[config.mk]
export PLATFORM = sky130hd
export DESIGN_NAME = mem_array_composer
export DESIGN_NICKNAME = d
export VERILOG_FILES = /design/src/rtl/mac_pkg.sv /design/src/rtl/mac_addr_split.sv /design/src/rtl/mac_ctrl.sv /design/src/rtl/mac_chip.sv /design/src/rtl/mem_array_composer.sv
export SDC_FILE = /design/constraint.sdc
export NUM_CORES = 2
export LEC_CHECK = 0
export ABC_AREA = 1
export BUFFER_PORTS_ARGS = -buffer_cell sky130_fd_sc_hd__clkbuf_2
export CORE_MARGIN = 5
export CORE_UTILIZATION = 55
export DETAILED_ROUTE_END_ITERATION = 10
export HOLD_SLACK_MARGIN = 0.05
export PLACE_DENSITY = 0.71
export SLEW_MARGIN = 20
export SYNTH_ARGS = -nofsm -noshare
export SYNTH_HDL_FRONTEND = slang
export SYNTH_SLANG_ARGS = --single-unit
export TNS_END_PERCENT = 10
[constraint.sdc]
create_clock -name clk -period 3.8 [get_ports clk]
set_input_delay 0 -clock clk [delete_from_list [all_inputs] [get_ports clk]]
set_output_delay 0 -clock clk [all_outputs]
set_load 0.01 [all_outputs]
[src/rtl/mac_pkg.sv]
package mac_pkg;

    typedef enum logic [2:0] {
        ST_IDLE,
        ST_CHECK,
        ST_WRITE,
        ST_READ,
        ST_RESP,
        ST_FAULT
    } mac_state_t;

    typedef enum logic [1:0] {
        SZ_BYTE  = 2'd0,
        SZ_HALF  = 2'd1,
        SZ_WORD  = 2'd2,
        SZ_DWORD = 2'd3
    } mac_size_t;

endpackage

[src/rtl/mac_addr_split.sv]
module mac_addr_split #(
    parameter int ADDR_W     = 16,
    parameter int WORD_BYTES = 4,
    parameter int CHIP_DEPTH = 16,
    parameter int ROWS       = 4
) (
    input  logic [ADDR_W-1:0]                   addr,
    input  logic [1:0]                          size,
    input  logic                                full_decode,
    output logic [$clog2(CHIP_DEPTH)-1:0]       in_addr,
    output logic [$clog2(ROWS)-1:0]             row_idx,
    output logic [ROWS-1:0]                     row_hot,
    output logic [WORD_BYTES-1:0]               lane_en,
    output logic                                aligned,
    output logic                                fits,
    output logic                                mapped
);
    localparam int LANE_BITS = $clog2(WORD_BYTES);
    localparam int IN_BITS   = $clog2(CHIP_DEPTH);
    localparam int ROW_BITS  = $clog2(ROWS);
    localparam int IN_LSB    = LANE_BITS;
    localparam int ROW_LSB   = LANE_BITS + IN_BITS;
    localparam int HI_LSB    = ROW_LSB + ROW_BITS;

    logic [3:0] span;
    logic [3:0] span_m1;
    int         lane_off;

    always_comb begin
        span     = 4'd1 << size;
        span_m1  = span - 4'd1;
        fits     = (int'(span) <= WORD_BYTES);
        aligned  = ((addr[2:0] & span_m1[2:0]) == 3'b000);
        mapped   = !full_decode || (addr[ADDR_W-1:HI_LSB] == '0);
        in_addr  = addr[IN_LSB +: IN_BITS];
        row_idx  = addr[ROW_LSB +: ROW_BITS];
        lane_off = int'(addr[LANE_BITS-1:0]);
        for (int r = 0; r < ROWS; r++) begin
            row_hot[r] = (int'(row_idx) == r);
        end
        for (int b = 0; b < WORD_BYTES; b++) begin
            lane_en[b] = (b >= lane_off) && (b < lane_off + int'(span));
        end
    end

endmodule

[src/rtl/mac_ctrl.sv]
module mac_ctrl
    import mac_pkg::*;
(
    input  logic clk,
    input  logic rst_n,
    input  logic req,
    input  logic we_q,
    input  logic ok,
    output logic load,
    output logic do_write,
    output logic do_read,
    output logic wr_ack,
    output logic rd_valid,
    output logic err,
    output logic busy
);
    mac_state_t state;
    mac_state_t state_nx;

    always_ff @(posedge clk or negedge rst_n) begin
        if (!rst_n) state <= ST_IDLE;
        else        state <= state_nx;
    end

    always_comb begin
        state_nx = state;
        unique case (state)
            ST_IDLE:  if (req) state_nx = ST_CHECK;
            ST_CHECK: begin
                if (!ok)       state_nx = ST_FAULT;
                else if (we_q) state_nx = ST_WRITE;
                else           state_nx = ST_READ;
            end
            ST_WRITE: state_nx = ST_IDLE;
            ST_READ:  state_nx = ST_RESP;
            ST_RESP:  state_nx = ST_IDLE;
            ST_FAULT: state_nx = ST_IDLE;
            default:  state_nx = ST_IDLE;
        endcase
    end

    always_comb begin
        load     = 1'b0;
        do_write = 1'b0;
        do_read  = 1'b0;
        wr_ack   = 1'b0;
        rd_valid = 1'b0;
        err      = 1'b0;
        busy     = 1'b1;
        unique case (state)
            ST_IDLE: begin
                busy = 1'b0;
                load = req;
            end
            ST_CHECK: ;
            ST_WRITE: begin
                do_write = 1'b1;
                wr_ack   = 1'b1;
            end
            ST_READ:  do_read  = 1'b1;
            ST_RESP:  rd_valid = 1'b1;
            ST_FAULT: err      = 1'b1;
            default:  busy     = 1'b1;
        endcase
    end

endmodule

[src/rtl/mac_chip.sv]
module mac_chip #(
    parameter int DEPTH = 16,
    parameter int WIDTH = 16
) (
    input  logic                     clk,
    input  logic                     sel,
    input  logic                     wr,
    input  logic [$clog2(DEPTH)-1:0] addr,
    input  logic [WIDTH/8-1:0]       ben,
    input  logic [WIDTH-1:0]         din,
    output logic [WIDTH-1:0]         dout
);
    localparam int NB = WIDTH / 8;

    logic [WIDTH-1:0] cells [DEPTH];

    always_ff @(posedge clk) begin
        if (sel && wr) begin
            for (int b = 0; b < NB; b++) begin
                if (ben[b]) cells[addr][b*8 +: 8] <= din[b*8 +: 8];
            end
        end
        if (sel && !wr) dout <= cells[addr];
    end

endmodule

[src/rtl/mem_array_composer.sv]
module mem_array_composer #(
    parameter int ADDR_W      = 16,
    parameter int TOTAL_WORDS = 64,
    parameter int WORD_W      = 32,
    parameter int CHIP_DEPTH  = 16,
    parameter int CHIP_W      = 16
) (
    input  logic              clk,
    input  logic              rst_n,
    input  logic              full_decode,
    input  logic              req,
    input  logic              we,
    input  logic [1:0]        size,
    input  logic [ADDR_W-1:0] addr,
    input  logic [WORD_W-1:0] wdata,
    output logic              busy,
    output logic              wr_ack,
    output logic              rd_valid,
    output logic [WORD_W-1:0] rdata,
    output logic              err
);
    localparam int WORD_BYTES = WORD_W / 8;
    localparam int ROWS       = TOTAL_WORDS / CHIP_DEPTH;
    localparam int COLS       = WORD_W / CHIP_W;
    localparam int CHIP_BYTES = CHIP_W / 8;
    localparam int IN_BITS    = $clog2(CHIP_DEPTH);
    localparam int ROW_BITS   = $clog2(ROWS);

    logic              q_we;
    logic [1:0]        q_size;
    logic [ADDR_W-1:0] q_addr;
    logic [WORD_W-1:0] q_wdata;
    logic              q_full;

    logic                  load, do_write, do_read, ok;
    logic [IN_BITS-1:0]    in_addr;
    logic [ROW_BITS-1:0]   row_idx;
    logic [ROWS-1:0]       row_hot;
    logic [ROWS-1:0]       row_cs;
    logic                  chip_we;
    logic [WORD_BYTES-1:0] lane_en;
    logic                  aligned, fits, mapped;
    logic [WORD_W-1:0]     row_rdata [ROWS];

    always_ff @(posedge clk or negedge rst_n) begin
        if (!rst_n) begin
            q_we    <= 1'b0;
            q_size  <= 2'd0;
            q_addr  <= '0;
            q_wdata <= '0;
            q_full  <= 1'b1;
        end else if (load) begin
            q_we    <= we;
            q_size  <= size;
            q_addr  <= addr;
            q_wdata <= wdata;
            q_full  <= full_decode;
        end
    end

    mac_addr_split #(
        .ADDR_W     (ADDR_W),
        .WORD_BYTES (WORD_BYTES),
        .CHIP_DEPTH (CHIP_DEPTH),
        .ROWS       (ROWS)
    ) u_split (
        .addr        (q_addr),
        .size        (q_size),
        .full_decode (q_full),
        .in_addr     (in_addr),
        .row_idx     (row_idx),
        .row_hot     (row_hot),
        .lane_en     (lane_en),
        .aligned     (aligned),
        .fits        (fits),
        .mapped      (mapped)
    );

    assign ok = aligned && fits && mapped;

    mac_ctrl u_ctrl (
        .clk      (clk),
        .rst_n    (rst_n),
        .req      (req),
        .we_q     (q_we),
        .ok       (ok),
        .load     (load),
        .do_write (do_write),
        .do_read  (do_read),
        .wr_ack   (wr_ack),
        .rd_valid (rd_valid),
        .err      (err),
        .busy     (busy)
    );

    assign row_cs  = row_hot & {ROWS{do_write | do_read}};
    assign chip_we = do_write;

    for (genvar r = 0; r < ROWS; r++) begin : g_row
        for (genvar c = 0; c < COLS; c++) begin : g_col
            mac_chip #(
                .DEPTH (CHIP_DEPTH),
                .WIDTH (CHIP_W)
            ) u_chip (
                .clk  (clk),
                .sel  (row_cs[r]),
                .wr   (chip_we),
                .addr (in_addr),
                .ben  (lane_en[c*CHIP_BYTES +: CHIP_BYTES]),
                .din  (q_wdata[c*CHIP_W +: CHIP_W]),
                .dout (row_rdata[r][c*CHIP_W +: CHIP_W])
            );
        end
    end

    assign rdata = row_rdata[row_idx];

endmodule

==> flow_metrics.env <==
export IMPL_status="completed"
export IMPL_cp_common_cell="nor2_1"
export IMPL_place_ws_ns=0.199
export IMPL_drive_gt1_frac=0.0854
export IMPL_fmax_mhz=269
export IMPL_die_y_um=406
export IMPL_placed_cell_area_um2=88900
export IMPL_multi_input_comb_area_um2=17100
export IMPL_cp_arrival_ns=4.18
export IMPL_max_slew_margin=0.275
export IMPL_min_path_type="in2reg"
export IMPL_fin_ws_ns=0.0888
export IMPL_final_nets=7065
export IMPL_synth_area_um2=86300
export IMPL_skew_ns=0.0468
export IMPL_hold_viol_final=0
export IMPL_synthCells=6842
export IMPL_syn2layout_area_growth_pct=11.8
export IMPL_cts_inserted_buffers=208
export IMPL_peakVddDrop_mv=0.807
export IMPL_clk_insertion_delay_late_ns=0.84
export IMPL_gp_congestion=0.898
export IMPL_io_buffers=90
export IMPL_cap_violations=0
export IMPL_tightestPinTransition_ns=1.09
export IMPL_vias=53500
export IMPL_cts_sinks=2231
export IMPL_start_util=0.553
export IMPL_stdcell_area_um2=96500
export IMPL_slew_violations=0
export IMPL_min_period_ns=3.71
export IMPL_ys_seq_elements=2231
export IMPL_p_total_mw=73.9
export IMPL_finalSetupViolCount=0
export IMPL_viasPerCell=5.80
export IMPL_crit_path_max_incr_delay_ns=0.76
export IMPL_synth_warnings=0
export IMPL_grt_pass1_wl_mm=330
export IMPL_period_share=0.977
export IMPL_final_common_cell="nand2_1"
export IMPL_final_cells=9237
export IMPL_final_setup_tns_ns=0
export IMPL_p_leak_nw=33.3
export IMPL_ant_nets=0
export IMPL_hpwl_mm=130
export IMPL_path_cells="nor2_1 > ha_1 > inv_1 > fa_1 > o21ai_0 > nand3_2 > nor2_1"
export IMPL_crit_family="simple AND/OR/NAND/NOR gates"
export IMPL_required_ns=4.26
export IMPL_nFillCells=11300
export IMPL_routed_wl_mm=223
export IMPL_hold_worst_slack_ns=0.133
export IMPL_place_inst=8755
export IMPL_grt_pass1_vias=52600
export IMPL_synth_distinct_cells=25
export IMPL_first_pass_iters=6
export IMPL_clockBufferDepth=3
export IMPL_grt_overflow=0
export IMPL_critPathMaxFanout=16
export IMPL_cts_setup_buffers=0
export IMPL_cts_tree="yes"
export IMPL_wl_per_cell_um=24.2
export IMPL_drc=0
export IMPL_ys_seq_area_frac=0.773
export IMPL_syn_nets=6901
export IMPL_row_count=145
export IMPL_utilization=0.618
export IMPL_io_pins=91
export IMPL_crit_path_start_kind="flip-flop"
export IMPL_antenna_found_initial=8
export IMPL_register_area_um2=66800
export IMPL_clk_pin_slew_ns=0.06
export IMPL_grt_max_degree=225
export IMPL_die_area_um2=165000
export IMPL_path_class="reg2reg"
export IMPL_first_iter_violations=6684
export IMPL_cp_slowest_cell="nor2_1"
export IMPL_cp_buffers_inverters=1
export IMPL_cp_end_kind="flip-flop"
export IMPL_rsz0062_at_grt="yes"
export IMPL_p_per_area_nw_per_um2=765
export IMPL_htreeDepth=4
export IMPL_syn_mean_instance_area_um2=12.6
export IMPL_die_width_um=406
export IMPL_core_area_um2=156000
export IMPL_mostFrequentLayoutCells="2970 x nand2_1, 2176 x edfxtp_1, 512 x nand4_1"
export IMPL_grt_use_total=0.271
export IMPL_cts_root_buf="clkbuf_16"
==> synthesized netlist by cell type <==
cell type  instances  area (um2)
buf_1             23        86.3
nor2_4             2        22.5
nand2_2            1        6.26
clkbuf_1         106         398
nor2_1           281        1050
buf_2            197         986
o21ai_0            2        10.0
nand2_1         2986       11200
nor2_2             6        37.5
a22oi_1           32         240
nor3_1             4        20.0
dfstp_2            1        26.3
a21oi_1           10        50.1
inv_1            272        1020
buf_4             16         120
o21a_1             1        7.51
nand3_2            6        60.1
inv_2              6        22.5
ha_1               3        37.5
dfrtp_1           54        1350
fa_1               1        20.0
mux2_2            45         507
edfxtp_1        2176       65300
nand3_1           99         495
nand4_1          512        3200
==> layer usage <==
| metal | global-route usage | wire length, um | up-vias |
|---|---|---|---|
| li1 | - | - | 24000 |
| met1 | 0.370 | 84200 | 26000 |
| met2 | 0.433 | 105000 | 2992 |
| met3 | 0.0622 | 25000 | 507 |
| met4 | 0.100 | 8800 | 10 |
| met5 | 0 | 70 | - |
==> flip-flops by register name, indices dropped and copies added (netlist names) <==
| register | count |
|---|---|
| g_row.g_col.u_chip.cells | 2048 |
| g_row.g_col.u_chip.dout | 128 |
| q_wdata | 32 |
| q_addr | 16 |
| u_ctrl.state | 3 |
| q_size | 2 |
| q_full | 1 |
| q_we | 1 |
==> final timing paths <==
kind                            start                              endpoint  slack, ns  depth (start not counted)
setup / recovery            q_size[1]  g_row[2].g_col[1].u_chip.cells[6][4]       0.09                          7
hold / removal                addr[6]                             q_addr[6]       0.13                          4
setup reg to reg            q_size[1]  g_row[2].g_col[1].u_chip.cells[6][4]       0.09                          7
hold reg to reg            q_addr[12]                            q_addr[12]       0.51                          1
max in group asynchronous       rst_n                           q_wdata[10]       3.05                          4
min in group asynchronous       rst_n                                q_full       0.32                          3
==> power breakdown <==
part / leakage (nW) / switching [mW] / total (mW) / internal (mW)
Combinational: 9.91 / 14.3 / 19.2 / 4.89
Sequential: 20.2 / 3.13 / 34.4 / 31.3
Clock: 3.22 / 8.81 / 20.2 / 11.4
Total: 33.3 / 26.3 / 73.9 / 47.6
==> tightest hold or removal path: stages <==
cell           delay, ns
dlygate4sd3_1       0.54
clkbuf_2            0.21
nor2_1              0.14
a21oi_1             0.05
==> layout make-up <==
type	count	area share
Clock inverter	106	0.0104
Inverter	278	0.0110
Clock buffer	274	0.0580
Multi-Input combinational cell	3991	0.177
Sequential cell	2231	0.692
Timing Repair Buffer	296	0.0248
Tap cell	2058	0.0267
Antenna cell	3	0.0000778
==> cells by family after synthesis <==
kind of cell | synth area share
compound gates | 0.00357
buf+inv | 0.0305
simple gates | 0.187
fa+ha+maj | 0.000667
mux | 0.00587
flops | 0.773
==> what timing repair did <==
| action | 4_1_cts | 5_1_grt |
|---|---|---|
| hold endpoints to repair | 108 | 0 |
| endpoints found under the setup margin | 0 | 64 |
| hold buffers | 98 | 0 |
| gates resized for setup | 0 | 2 |
Power figures use the tool's default switching activity.
